===== src/rtl/nco_tune_pkg.sv =====
package nco_tune_pkg;
  typedef struct packed {
    logic commit0;
    logic commit1;
    logic devClr;
    logic devLd;
    logic selWord;
  } tuneStrobes_t;
endpackage


===== src/rtl/nco_tune_ctrl.sv =====
module nco_tune_ctrl
  import nco_tune_pkg::*;
#(
  parameter int BYTES  = 4,
  parameter int ADDR_W = 2
) (
  input  logic              clk,
  input  logic              rstN,
  input  logic              wrEn,
  input  logic [ADDR_W-1:0] wrAddr,
  input  logic              commit,
  input  logic              commitTgt,
  input  logic              devLd,
  input  logic              devClr,
  input  logic              fskSelAsync,
  output tuneStrobes_t      stb,
  output logic [BYTES-1:0]  byteEn
);
  logic syncA, syncB;

  always_ff @(posedge clk or negedge rstN) begin
    if (!rstN) begin
      syncA <= 1'b0;
      syncB <= 1'b0;
    end else begin
      syncA <= fskSelAsync;
      syncB <= syncA;
    end
  end

  for (genvar b = 0; b < BYTES; b++) begin : g_byteDec
    assign byteEn[b] = wrEn && (wrAddr == ADDR_W'(b));
  end

  always_comb begin
    stb.commit0 = commit && !commitTgt;
    stb.commit1 = commit && commitTgt;
    stb.devClr  = devClr;
    stb.devLd   = devLd && !devClr;
    stb.selWord = syncB;
  end
endmodule


===== src/rtl/nco_tune_dp.sv =====
module nco_tune_dp
  import nco_tune_pkg::*;
#(
  parameter int ACC_W = 32,
  parameter int BUS_W = 8,
  parameter int DEV_W = 16,
  parameter int BYTES = 4
) (
  input  logic             clk,
  input  logic             rstN,
  input  tuneStrobes_t     stb,
  input  logic [BYTES-1:0] byteEn,
  input  logic [BUS_W-1:0] wrData,
  input  logic [DEV_W-1:0] devIn,
  output logic [ACC_W-1:0] holdQ,
  output logic [ACC_W-1:0] word0Q,
  output logic [ACC_W-1:0] word1Q,
  output logic [DEV_W-1:0] devQ,
  output logic [ACC_W-1:0] incr
);
  localparam int EXT_W = ACC_W - DEV_W;

  logic [ACC_W-1:0] devExt;
  logic [ACC_W-1:0] centre;

  for (genvar b = 0; b < BYTES; b++) begin : g_stage
    always_ff @(posedge clk or negedge rstN) begin
      if (!rstN)         holdQ[b*BUS_W +: BUS_W] <= '0;
      else if (byteEn[b]) holdQ[b*BUS_W +: BUS_W] <= wrData;
    end
  end

  always_ff @(posedge clk or negedge rstN) begin
    if (!rstN) begin
      word0Q <= '0;
      word1Q <= '0;
    end else begin
      if (stb.commit0) word0Q <= holdQ;
      if (stb.commit1) word1Q <= holdQ;
    end
  end

  always_ff @(posedge clk or negedge rstN) begin
    if (!rstN)          devQ <= '0;
    else if (stb.devClr) devQ <= '0;
    else if (stb.devLd)  devQ <= devIn;
  end

  assign devExt = {{EXT_W{devQ[DEV_W-1]}}, devQ};
  assign centre = stb.selWord ? word1Q : word0Q;

  always_ff @(posedge clk or negedge rstN) begin
    if (!rstN) incr <= '0;
    else       incr <= centre + devExt;
  end
endmodule


===== src/rtl/nco_tune_bank.sv =====
module nco_tune_bank
  import nco_tune_pkg::*;
#(
  parameter int ACC_W = 32,
  parameter int BUS_W = 8,
  parameter int DEV_W = 16,
  localparam int BYTES  = ACC_W / BUS_W,
  localparam int ADDR_W = (BYTES > 1) ? $clog2(BYTES) : 1
) (
  input  logic              clk,
  input  logic              rstN,
  input  logic              wrEn,
  input  logic [ADDR_W-1:0] wrAddr,
  input  logic [BUS_W-1:0]  wrData,
  input  logic              commit,
  input  logic              commitTgt,
  input  logic              devLd,
  input  logic              devClr,
  input  logic [DEV_W-1:0]  devIn,
  input  logic              fskSelAsync,
  output logic [ACC_W-1:0]  incr
);
  tuneStrobes_t     stb;
  logic [BYTES-1:0] byteEn;
  logic [ACC_W-1:0] holdQ, word0Q, word1Q;
  logic [DEV_W-1:0] devQ;

  nco_tune_ctrl #(.BYTES(BYTES), .ADDR_W(ADDR_W)) u_ctrl (
    .clk(clk), .rstN(rstN), .wrEn(wrEn), .wrAddr(wrAddr),
    .commit(commit), .commitTgt(commitTgt), .devLd(devLd), .devClr(devClr),
    .fskSelAsync(fskSelAsync), .stb(stb), .byteEn(byteEn)
  );

  nco_tune_dp #(.ACC_W(ACC_W), .BUS_W(BUS_W), .DEV_W(DEV_W), .BYTES(BYTES)) u_dp (
    .clk(clk), .rstN(rstN), .stb(stb), .byteEn(byteEn), .wrData(wrData),
    .devIn(devIn), .holdQ(holdQ), .word0Q(word0Q), .word1Q(word1Q),
    .devQ(devQ), .incr(incr)
  );
endmodule


===== config.mk =====
export PLATFORM = sky130hd
export DESIGN_NAME = nco_tune_bank
export DESIGN_NICKNAME = d
export VERILOG_FILES = /design/src/rtl/nco_tune_pkg.sv /design/src/rtl/nco_tune_ctrl.sv /design/src/rtl/nco_tune_dp.sv /design/src/rtl/nco_tune_bank.sv
export SDC_FILE = /design/constraint.sdc
export NUM_CORES = 1
export LEC_CHECK = 0
export ABC_AREA = 1
export BUFFER_PORTS_ARGS = -buffer_cell sky130_fd_sc_hd__buf_2
export CAP_MARGIN = 10
export CORE_ASPECT_RATIO = 1.75
export CORE_MARGIN = 5
export CORE_UTILIZATION = 35
export DETAILED_ROUTE_END_ITERATION = 10
export GPL_TIMING_DRIVEN = 0
export PLACE_DENSITY = 0.51
export SLEW_MARGIN = 20
export SYNTH_ARGS = -nofsm -noshare
export SYNTH_HDL_FRONTEND = slang
export SYNTH_HIERARCHICAL = 1
export SYNTH_SLANG_ARGS = --single-unit

===== constraint.sdc =====
create_clock -name clk -period 4.05 [get_ports clk]
set_input_delay 0.405 -clock clk [delete_from_list [all_inputs] [get_ports clk]]
set_output_delay 0.405 -clock clk [all_outputs]
set_load 0.03 [all_outputs]

==> results of run 1 <==
sequential cells by signal, indices dropped and copies added (netlist names):
name and flops:
u_ctrl/syncA 1, u_ctrl/syncB 1, u_dp/devQ 16, u_dp/holdQ 32, u_dp/incr 32, u_dp/word0Q 32
u_dp/word1Q 32
cell families (layout without fill, tap and decap cells):
family / Yosys count / in the layout
flops: 146 / 146
fa+ha+maj: 32 / 32
compound gates: 167 / 167
simple gates: 462 / 462
buf+inv: 230 / 329
xor+xnor: 16 / 16
worst max-delay path, cell delays in order (launching register included):
cell and delay (ns):
dfrtp_1 0.32, buf_4 0.09, buf_2 0.23, clkbuf_1 0.39
o21ai_0 0.31, ha_1 0.32, fa_1 0.47, nand3_1 0.13
nand3_2 0.09, nand2_1 0.09, nand2_2 0.10, nand2_1 0.09
nand2_2 0.09, nand2_1 0.11, nand2_1 0.05, nand2_1 0.05
nand2_1 0.05
through the flow:
step / utilization (%) / hold WS (ns) / area [µm²]
floorplan: - / 0.109 / 7790
global placement: 38.5 / 0.339 / 8490
CTS: 41.3 / 0.0523 / 9120
detailed placement: 38.6 / 0.343 / 8530
global route: 41.3 / 0.0601 / 9120
finish: 41.3 / 0.0721 / 9120
power groups by stage:
stage / Combinational, mW / Clock (mW) / Sequential (mW)
6_report: 1.12 / 1.55 / 1.82
5_1_grt: 1.27 / 1.66 / 1.85
4_1_cts: 1.14 / 1.59 / 1.82
3_5_place_dp: 1.13 / 0 / 1.85
3_3_place_gp: 1.12 / 0 / 1.84
2_1_floorplan: 0.582 / 0 / 2.03
per-layer routing:
metal | GRT usage, % | vias up | wire (µm)
li1 | - | 3405 | -
met1 | 19.4 | 2968 | 8220
met2 | 31.8 | 102 | 11300
met3 | 2.94 | 39 | 566
met4 | 8.16 | 0 | 770
met5 | 0 | - | 0
how the worst max path moves through the flow:
stage / end / slack [ns]
after floorplan: u_dp/incr[28] / 1.72
after global placement: u_dp/incr[28] / 0.32
after detailed placement: u_dp/incr[28] / 0.91
after CTS: u_dp/incr[28] / 0.88
after global routing: u_dp/incr[28] / 0.71
final: u_dp/incr[28] / 0.95
placed cells by master (no fill, tap or decap), drive strengths merged, types with 2 or more instances in the layout:
cell type,instances
o21bai,2
o21ai,112
clkinv,3
ha,31
nor3,5
inv,203
a21oi,52
clkinvlp,4
nor2,77
nand2,333
xor2,16
nand3,42
nand4,4
clkbuf,42
buf,75
dfrtp,146
final cells by class:
cell class	count	area (µm²)	area share (%)
flip-flops and latches	146	3650	40.1
multi-input cells	677	3260	35.8
inverters	198	743	8.15
well taps	296	370	4.06
clock buffers	19	453	4.97
repair buffers	67	373	4.09
clock inverters	13	125	1.37
plain buffers	32	135	1.48
==> summary.md, run 1 <==
| Metric | Value |
|---|---|
| Outcome | `finished, final reports clean` |
| GPL Wtd Cong | `about 0.85` |
| Synthesis-to-layout area growth | `17.0%` |
| Post-synthesis mux area share | `0%` |
| Antenna violations before repair | `0` |
| Hold Vio Cnt, Final | `0` |
| Hold_buf cts | `1` |
| Fin Setup TNS | `0 ns` |
| Adder-cell area share of the yosys netlist | `~5.2%` |
| Avg Cell Area, Syn | `approximately 7.4 µm²` |
| Slew headroom | `55.8%` |
| Largest net degree at the start of global routing | `75` |
| Die Area | `~25,000 µm²` |
| Count leader, synth | `nand2_1` |
| Core box area | `~22,000 µm²` |
| Min-Delay Endpoint | `u_ctrl/syncA` |
| # placed instances | `~1,400` |
| CP startpoint kind | `register` |
| Root buf cell | `clkbuf_16` |
| Die Wd | `approximately 120 µm` |
| Clock slew at reported path FFs | `about 0.060 ns` |
| Sequential Power Share | `about two fifths` |
| FF+latch count, synth | `roughly 150` |
| Post CTS Setup Buffer Count | `0` |
| Power per Cell Area | `about 490 nW/µm²` |
| Mapped Nets | `~1,100` |
| Die Y | `a little over 200 µm` |
| Diode count | `0` |
| FILL cells | `around 2,300` |
| Max Fclk | `~0.32 GHz` |
| WP data required | `4.38 ns` |
| I/O pin count | `66` |
| Synth Area in XOR/XNOR | `1.80%` |
| Clk_lat worst skew | `approximately 0.44 ns` |
| CTS tree | `yes` |
| Top cells by count, synth | `323 x nand2_1, 195 x inv_1, 146 x dfrtp_1, 112 x o21ai_0, 76 x nor2_1` |
| Final Skew | `slightly below 0.007 ns` |
| Row cnt | `72` |
| Clock power share | `34.6%` |
| RR Startpoint | `u_ctrl/syncB` |
| Largest family of logic cells by synthesized area | `simple AND/OR/NAND/NOR gates` |
| Hold depth | `1` |
| Post-synthesis sequential area ratio | `46.9%` |
| Setup ws final | `0.952 ns` |
| Initial Util | `a little over a third` |
| Vias | `between 6,000 and 7,000` |
| WL per Instance | `between 10 and 15 µm` |
| Layout Nets | `1,205` |
| Yosys Warn Count | `6` |
| Ratio of cells with drive above 1 in the final layout | `between 10% and 20%` |
| Reg2reg end | `u_dp/incr[28]` |
| Gr usage total | `between 15 and 20%` |
| H-tree lvl count | `4` |
| Combinational share of power | `between 20% and 30%` |
| VDD IR-drop max | `slightly below 0.3 mV` |
| Residual DRC | `0` |
| Internal power | `between 2 and 3 mW` |
| Transition time of the tightest slew-check pin | `0.662 ns` |
| Synth area leaders | `dfrtp_1 47%, nand2_1 16%, inv_1 9.4%` |
| FF-to-FF path depth | `16` |
| Post-synth EDFFs | `0` |
| Switching power | `~1.5 mW` |
| Starting DRT DRC Count | `roughly 340` |
| TritonRoute pass-1 iters | `4` |
| GRT Residual Overflow | `0` |
| Vias/cell | `4.50` |
| Crit path max fanout | `10` |
| HPWL after DPL | `between 15,000 and 20,000 µm` |
| PortBufs | `between 60 and 70` |
| Post-synth top area share | `46.9%` |
| CTS Buf Count | `17` |
| Vias in the first global route | `around 6,700` |
| Unique masters post-synth | `25` |
| RSZ-0062 raised after global routing | `no` |
| Total Power | `between 4 and 5 mW` |
| Final period utilization | `approximately 76%` |
| Clock Sinks | `roughly 150` |
| Crit Path Class | `reg -> reg` |
| Fraction of the mapped netlist area in simple logic gates | `24.0%` |
| Final Setup Violations | `0` |
| Cells after synthesis | `approximately 1,100` |
| Clock buffer depth | `2` |
| Leading area contributor after synthesis | `dfrtp_1` |
| Switch share | `34.3%` |
| Endpoint class of the critical path | `register` |
| Mapped Area | `slightly below 8000 µm²` |
| Hold crit path type | `in -> reg` |
| Leak | `just under 5 nW` |
| Hold path start | `fskSelAsync` |
| Compound-Gate Fraction of Synth Area | `a little over a tenth` |
| Final wirelength | `between 20,000 and 25,000 µm` |
| Flop2flop setup slack | `about 0.95 ns` |
| First-pass GRT wire length | `about 34,000 µm` |
| Crit path arrival time | `around 3.4 ns` |
| Period minus WS final | `slightly above 3 ns` |
| Async S/R FF share, synth | `100%` |
| Post-CTS resize count | `0` |
| Max Slew Vio Count | `0` |
| Max-cap violations | `0` |
| Placement-stage worst setup slack | `just over 0.9 ns` |
| Antenna Violating Nets Remaining | `0` |
| Final std cells w/o fill | `approximately 1,400` |
| Top FF cell, synth | `dfrtp_1` |
| Worst Setup SP | `u_ctrl/syncB` |
Note: power is estimated with default switching activity, not from simulation.
==> run 2, diff against run 1 <==
--- a/config.mk
+++ b/config.mk
@@ -5,7 +5,7 @@
 export SDC_FILE = /design/constraint.sdc
 export NUM_CORES = 1
 export LEC_CHECK = 0
-export ABC_AREA = 1
+export ABC_AREA = 0
 export BUFFER_PORTS_ARGS = -buffer_cell sky130_fd_sc_hd__buf_2
 export CAP_MARGIN = 10
 export CORE_ASPECT_RATIO = 1.75
@@ -13,7 +13,7 @@
 export CORE_UTILIZATION = 35
 export DETAILED_ROUTE_END_ITERATION = 10
 export GPL_TIMING_DRIVEN = 0
-export PLACE_DENSITY = 0.51
+export PLACE_DENSITY = 0.54
 export SLEW_MARGIN = 20
 export SYNTH_ARGS = -nofsm -noshare
 export SYNTH_HDL_FRONTEND = slang
==> constraint.sdc (replaced) <==
create_clock -name clk -period 2.65 [get_ports clk]
set_input_delay 0.265 -clock clk [delete_from_list [all_inputs] [get_ports clk]]
set_output_delay 0.265 -clock clk [all_outputs]
set_load 0.03 [all_outputs]
==> run 2 against run 1 <==
The run now ends with setup timing left. Largest cell class unchanged. Critical path type unchanged. Area after synthesis is 8.9% lower. First-iteration DRC count is 62% lower. Final cell count is 36% lower. Critical endpoint unchanged. Design area shrank 2.1%. Count of clock-buffer cells in the layout down 1. Power rose by 84%. Hold slack improved by 0.019 ns.
==> summary.md, run 2 <==
| Metric | Value |
|---|---|
| Core box area | `20,100 µm² (-8.9%)` |
| Hold Vio Cnt, Final | `0 (unchanged)` |
| FF-to-FF path depth | `13 (-3)` |
| HPWL after DPL | `12,600 µm (-23%)` |
| Placed cell areas | `7880 µm² (-7.6%)` |
| WL per Instance | `18.5 µm (+29%)` |
| Max-cap violations | `0 (unchanged)` |
| Max Slew Vio Count | `0 (unchanged)` |
| Crit path max fanout | `5 (-5)` |
| Final Skew | `0.00968 ns (+0.00284 ns)` |
| PortBufs | `65 (unchanged)` |
| Setup crit end | `u_dp/incr[28]` |
| Vias/cell | `5.05 (+12%)` |
| Finished layout cell area | `8920 µm² (-2.1%)` |
| Flop2flop setup slack | `-0.34 ns (-1.29 ns)` |
| Async S/R FF share, synth | `100% (unchanged)` |
| Count leader, synth | `dfrtp_1` |
| Crit Path Class | `reg -> reg` |
| Failing checks | `setup timing` |
| VDD IR-drop max | `0.417 mV (+44%)` |
| TritonRoute pass-1 iters | `4 (unchanged)` |
| Cells after synthesis | `555 (-47%)` |
| Setup ws final | `-0.337 ns (-1.29 ns)` |
| Outcome | `complete, but fails checks` |
| Antenna Violating Nets Remaining | `0 (unchanged)` |
| Antenna violations before repair | `0 (unchanged)` |
| Slowest stage delay, CP | `0.37 ns (-0.10 ns)` |
| RSZ-0062 raised after global routing | `yes` |
| Final wirelength | `17,000 µm (-18%)` |
| Final std cells w/o fill | `920 (-36%)` |
| Transition time of the tightest slew-check pin | `0.762 ns (+0.0998 ns)` |
| GRT Residual Overflow | `0 (unchanged)` |
| Worst Setup SP | `u_ctrl/syncB` |
| Largest net degree at the start of global routing | `93 (+24%)` |
| Top FF cell, synth | `dfrtp_1` |
| H-tree lvl count | `4 (unchanged)` |
| I/O pin count | `66 (unchanged)` |
| Final period utilization | `113% (+36 points)` |
| Residual DRC | `0 (unchanged)` |
| Die Y | `198 µm (-4.3%)` |
| Hold WS | `0.0915 ns (+0.0194 ns)` |
| Crit-path cells | `buf_6 > clkbuf_16 > mux2_4 > ha_4 > fa_2 > a21o_1 > a221oi_4 > buf_4 > o31ai_4 > buf_12 > a31o_4 > a21oi_2 > xnor2_1` |
| Clock slew at reported path FFs | `0.06 ns (about the same)` |
| Endpoint class of the critical path | `register` |
| FILL cells | `1,866 (-20%)` |
| Yosys Warn Count | `6 (unchanged)` |
| Die Area | `23,300 µm² (-8.3%)` |
| # placed instances | `869 (-39%)` |
| Unique masters post-synth | `49 (+96%)` |
| Root buf cell | `clkbuf_16` |
| Layout Nets | `725 (-40%)` |
| Crit path arrival time | `3.33 ns (-0.10 ns)` |
| Post-synthesis sequential area ratio | `51.5% (+4.6 points)` |
| Commonest non-fill, non-tap cell in the layout | `dfrtp_1` |
| Layout Utilization | `44.3% (+3.0 points)` |
| Final Setup Violations | `21 (+21)` |
| Clock Sinks | `146 (unchanged)` |
| Avg Cell Area, Syn | `12.8 µm² (+73%)` |
| Diode count | `0 (unchanged)` |
| Clock buffer depth | `2 (unchanged)` |
| Crit-path slowest cell | `dfrtp_1` |
| CTS Buf Count | `17 (unchanged)` |
| Post-synth EDFFs | `0 (unchanged)` |
| Post-synth top area share | `51.5% (+4.6 points)` |
| Starting DRT DRC Count | `127 (-62%)` |
| Leak | `4.01 nW (-18%)` |
| Most frequent cells in the layout | `146 x dfrtp_1, 125 x mux2_2, 65 x buf_2` |
| Max Fclk | `0.335 GHz (+3.7%)` |
| RR Startpoint | `u_ctrl/syncB` |
| GPL Wtd Cong | `0.818 (-3.5%)` |
| Top cells by count, synth | `146 x dfrtp_1, 127 x mux2_2, 33 x a21oi_1, 31 x ha_1, 25 x nor2_1` |
| Synth area leaders | `dfrtp_1 51%, mux2_2 20%, ha_1 5.5%` |
| Clk_lat worst skew | `0.42 ns (-0.02 ns)` |
| Power per Cell Area | `927 nW/µm² (+88%)` |
| CTS tree | `yes` |
| WP data required | `2.99 ns (-1.39 ns)` |
| Slew headroom | `49.2% (-6.7 points)` |
| Gr usage total | `15.1% (-2.4 points)` |
| Die Wd | `118 µm (-4.2%)` |
| CP startpoint kind | `register` |
| Synthesis-to-layout area growth | `25.6%` |
| Hold crit path type | `in -> reg` |
| Initial Util | `35.3% (about the same)` |
| Mapped Area | `7100 µm² (-8.9%)` |
| Ratio of cells with drive above 1 in the final layout | `44.6% (+34 points)` |
| Mapped Nets | `621 (-45%)` |
| FF+latch count, synth | `146 (unchanged)` |
| First-pass GRT wire length | `27,600 µm (-19%)` |
| Leading area contributor after synthesis | `dfrtp_1` |
| Vias | `4,649 (-29%)` |
| Row cnt | `69 (-4.2%)` |
| Vias in the first global route | `5,255 (-21%)` |
| Period minus WS final | `2.99 ns (-0.111 ns)` |
| Reg2reg end | `u_dp/incr[28]` |
==> run 2: layer usage <==
layer	wire (µm)	vias to the layer above	track usage, %
li1	-	2205	-
met1	6100	2349	15.2
met5	0	-	0
met3	482	16	2.59
met4	245	0	5.65
met2	10200	79	30.3
==> run 2: power by group <==
| part | total (mW) | switching, mW | internal [mW] |
|---|---|---|---|
| logic | 2.78 | 1.60 | 1.17 |
| clock network | 2.39 | 0.918 | 1.48 |
| registers | 3.10 | 0.261 | 2.84 |
| total | 8.27 | 2.78 | 5.49 |
==> run 2: metrics by stage <==
step	total power [mW]	setup slack (ns)	TNS [ns]
floorplan	4.91	-0.234	-1.27
global placement	5.63	-0.708	-101.25
detailed placement	5.71	-0.747	-8.98
CTS	8.28	-0.436	-4.93
global route	8.75	-0.449	-6.09
finish	8.27	-0.337	-3.90
==> run 2: what timing repair did <==
action | in CTS | in global routing
endpoints found under the setup margin | 23 | 23
setup buffers | 14 | 6
gates resized for setup | 27 | 29
endpoints found under the hold margin | 55 | 0
hold buffers | 2 | 0
cloned | 0 | 0
pin swaps | 19 | 19
==> run 2: cell type report <==
type	count	area [µm²]	share of cell area (%)
Timing Repair Buffer	87	553	6.20
Multi-Input combinational cell	377	3630	40.7
Clock inverter	14	164	1.84
Tap cell	248	310	3.48
Buffer	24	156	1.75
Clock buffer	18	429	4.81
Sequential cell	146	3650	41.0
Inverter	6	22.5	0.252
==> run 2: how the worst min path moves through the flow <==
stage	startpoint	end	slack [ns]	depth (start not counted)
4_1_cts	devIn[3]	u_dp/devQ[3]	0.07	3
2_1_floorplan	rstN	u_ctrl/syncA	-0.03	0
3_5_place_dp	rstN	u_ctrl/syncA	0.21	1
5_1_grt	devIn[10]	u_dp/devQ[10]	0.11	3
6_report	devIn[7]	u_dp/devQ[7]	0.09	3
3_3_place_gp	u_ctrl/syncA	u_ctrl/syncB	0.34	0
==> run 2: cell families after synthesis <==
group           share of synthesized area (%)
buf+inv                                  2.08
mux                                      22.5
flops                                    51.5
compound gates                           9.46
simple gates                             5.15
xor+xnor                                 3.58
fa+ha+maj                                5.74
==> run 2: worst max-delay path: cells and delay by family (launching register included) <==
kind | cells | cell delay [ns]
AO/OA/AOI/OAI | 5 | 0.97
buffers and inverters | 4 | 0.62
adder cells (fa/ha/maj) | 2 | 0.52
flip-flops | 1 | 0.37
multiplexers | 1 | 0.32
XOR/XNOR | 1 | 0.13
==> run 3, diff against run 2 <==
--- a/config.mk
+++ b/config.mk
@@ -8,12 +8,14 @@
 export ABC_AREA = 0
 export BUFFER_PORTS_ARGS = -buffer_cell sky130_fd_sc_hd__buf_2
 export CAP_MARGIN = 10
+export CELL_PAD_IN_SITES_DETAIL_PLACEMENT = 1
+export CELL_PAD_IN_SITES_GLOBAL_PLACEMENT = 2
 export CORE_ASPECT_RATIO = 1.75
 export CORE_MARGIN = 5
 export CORE_UTILIZATION = 35
 export DETAILED_ROUTE_END_ITERATION = 10
 export GPL_TIMING_DRIVEN = 0
-export PLACE_DENSITY = 0.54
+export PLACE_DENSITY = 0.72
 export SLEW_MARGIN = 20
 export SYNTH_ARGS = -nofsm -noshare
 export SYNTH_HDL_FRONTEND = slang
==> run 3 against run 2 <==
The run still ends with setup timing left. Sequential power barely moved. Critical path type unchanged. First-iteration DRC count fell by 13%. Largest cell class is now multi-input combinational cells. Hold slack got worse by 0.0048 ns. Wire length rose by 13%. Highest routed layer unchanged. Sequential share of layout area fell by 0.69 points. Clock skew barely moved. Design area rose by 1.7%. Register-to-register slack got worse by 0.02 ns.
==> summary.md, run 3 (same netlist as run 2, synthesis figures left out) <==
| Metric | Value |
|---|---|
| Outcome | `complete, but fails checks` |
| Failing checks | `setup timing` |
| RSZ-0062 raised after global routing | `yes` |
| Ratio of cells with drive above 1 in the final layout | `45.7% (+1.1 points)` |
| Clock slew at reported path FFs | `0.06 ns (about the same)` |
| WL per Instance | `20.5 µm (+11%)` |
| Crit. path cell count | `12 (-1)` |
| Hold crit path type | `in -> reg` |
| Slew headroom | `49.3% (+0.082 points)` |
| TritonRoute pass-1 iters | `4 (unchanged)` |
| GRT Residual Overflow | `0 (unchanged)` |
| Gr usage total | `16.4% (+1.3 points)` |
| Worst path top cell family by delay | `compound AO/OA/AOI/OAI gates` |
| Crit Path Class | `reg -> reg` |
| Max Fclk | `0.333 GHz (-0.57%)` |
| Vias | `4,778 (+2.8%)` |
| Row cnt | `69 (unchanged)` |
| H-tree lvl count | `4 (unchanged)` |
| Crit-path slowest cell | `dfrtp_1` |
| Reg2reg end | `u_dp/incr[27]` |
| Buf/Inv on CP | `3 (-1)` |
| HPWL after DPL | `13,500 µm (+6.8%)` |
| Crit path max fanout | `10 (+5)` |
| Min-Delay Endpoint | `u_dp/devQ[1]` |
| VDD IR-drop max | `0.398 mV (-4.7%)` |
| Die Area | `23,300 µm² (unchanged)` |
| FILL cells | `2,125 (+14%)` |
| Max Slew Vio Count | `0 (unchanged)` |
| Most frequent cells in the layout | `146 x dfrtp_1, 122 x mux2_2, 65 x buf_2` |
| Root buf cell | `clkbuf_16` |
| First-pass GRT wire length | `29,900 µm (+8.3%)` |
| Starting DRT DRC Count | `110 (-13%)` |
| WP data required | `2.99 ns (about the same)` |
| Final wirelength | `19,100 µm (+13%)` |
| Crit path arrival time | `3.35 ns (+0.02 ns)` |
| # placed instances | `869 (unchanged)` |
| Crit-path cells | `buf_6 > clkbuf_16 > mux2_4 > ha_4 > o211ai_1 > o211ai_2 > a31oi_4 > o31a_1 > a31o_4 > buf_6 > o21ai_2 > xor2_1` |
| GPL Wtd Cong | `0.827 (+1.0%)` |
| Crit path top cell by count | `buf_6` |
| Fin Setup TNS | `-4.28 ns (-0.383 ns)` |
| Slowest stage delay, CP | `0.38 ns (about the same)` |
| Clock Sinks | `146 (unchanged)` |
| Final Skew | `0.00991 ns (+0.000232 ns)` |
| Period minus WS final | `3.00 ns (+0.0171 ns)` |
| Max-cap violations | `0 (unchanged)` |
| Vias/cell | `5.12 (+1.3%)` |
| Clk_lat worst skew | `0.42 ns (about the same)` |
| Commonest non-fill, non-tap cell in the layout | `dfrtp_1` |
| Vias in the first global route | `5,490 (+4.5%)` |
| Finished layout cell area | `9070 µm² (+1.7%)` |
| CP startpoint kind | `register` |
| Synthesis-to-layout area growth | `27.8%` |
| Core box area | `20,100 µm² (unchanged)` |
| Die Y | `198 µm (unchanged)` |
| Final std cells w/o fill | `933 (+1.4%)` |
| Placed cell areas | `7880 µm² (unchanged)` |
| Worst Setup SP | `u_ctrl/syncB` |
| CTS Buf Count | `17 (unchanged)` |
| Final period utilization | `113% (+0.65 points)` |
| Hold Vio Cnt, Final | `0 (unchanged)` |
| PortBufs | `65 (unchanged)` |
| CTS tree | `yes` |
| I/O pin count | `66 (unchanged)` |
| Power per Cell Area | `939 nW/µm² (+1.3%)` |
| Leak | `4.08 nW (+1.7%)` |
| Initial Util | `35.3% (unchanged)` |
| Residual DRC | `0 (unchanged)` |
| Clock buffer depth | `2 (unchanged)` |
| Diode count | `0 (unchanged)` |
| Hold depth | `3 (unchanged)` |
| Transition time of the tightest slew-check pin | `0.761 ns (-0.00124 ns)` |
| Antenna Violating Nets Remaining | `0 (unchanged)` |
| RR Startpoint | `u_ctrl/syncB` |
| Antenna violations before repair | `0 (unchanged)` |
| Final Setup Violations | `21 (unchanged)` |
| Endpoint class of the critical path | `register` |
| Total Power | `8.52 mW (+3.0%)` |
| Largest net degree at the start of global routing | `94 (+1.1%)` |
| Flop2flop setup slack | `-0.35 ns (-0.02 ns)` |
| Layout Nets | `739 (+1.9%)` |
| Die Wd | `118 µm (unchanged)` |
| Hold path start | `devIn[1]` |
| Setup ws final | `-0.354 ns (-0.0171 ns)` |
| FF-to-FF path depth | `12 (-1)` |
run 3: changes by cell type in the layout (fill, tap and decap cells not counted), sizes merged:
| cell | change |
|---|---|
| buf | +13 |
| clkbuf | +6 |
| clkinv | -3 |
| clkinvlp | -3 |
run 3: report_power, final:
part	leakage, nW	internal [mW]	switching, mW
Sequential	1.76	2.84	0.276
Combinational	2.02	1.26	1.65
Clock	0.298	1.56	0.945
run 3: area by class of cell:
type / count / area (µm²) / area share, %
Sequential cell: 146 / 3650 / 40.3
Inverter: 6 / 22.5 / 0.248
Timing Repair Buffer: 101 / 661 / 7.28
Buffer: 24 / 166 / 1.83
Clock inverter: 8 / 126 / 1.39
Clock buffer: 23 / 478 / 5.27
Tap cell: 248 / 310 / 3.42
Multi-Input combinational cell: 377 / 3660 / 40.3
run 3: metal layers:
layer	share of wire, %	track usage [%]	up-vias
li1	-	-	2231
met1	36	16.2	2467
met2	60	33.0	58
met3	1.9	3.04	22
met4	2.0	6.42	0
met5	0	0	-
run 3: timing repair:
item,CTS,global route
endpoints found under the setup margin,25,24
resized for setup,27,42
hold buffers,2,0
hold endpoints to repair,54,0
buffers inserted,15,20
pin swaps,19,24
run 3: worst max-delay path by stage:
stage	end	slack [ns]
after floorplan	u_dp/incr[26]	-0.23
after global routing	u_dp/incr[24]	-0.46
after CTS	u_dp/incr[26]	-0.49
after detailed placement	u_dp/incr[24]	-0.80
final	u_dp/incr[27]	-0.35
after global placement	u_dp/incr[24]	-0.74
run 3: stage by stage:
stage	utilization, %	hold slack, ns	worst slack, ns
global placement	39.0	0.338	-0.737
global route	45.1	0.0946	-0.458
finish	45.1	0.0867	-0.354
CTS	43.5	0.0722	-0.494
detailed placement	39.2	0.222	-0.797
floorplan	-	-0.0306	-0.234
run 3: worst register-to-register path, cell delays in order (launching register included):
cell	delay, ns
dfrtp_1	0.38
buf_6	0.14
clkbuf_16	0.17
mux2_4	0.33
ha_4	0.29
o211ai_1	0.15
o211ai_2	0.28
a31oi_4	0.14
o31a_1	0.38
a31o_4	0.29
buf_6	0.12
o21ai_2	0.11
xor2_1	0.15
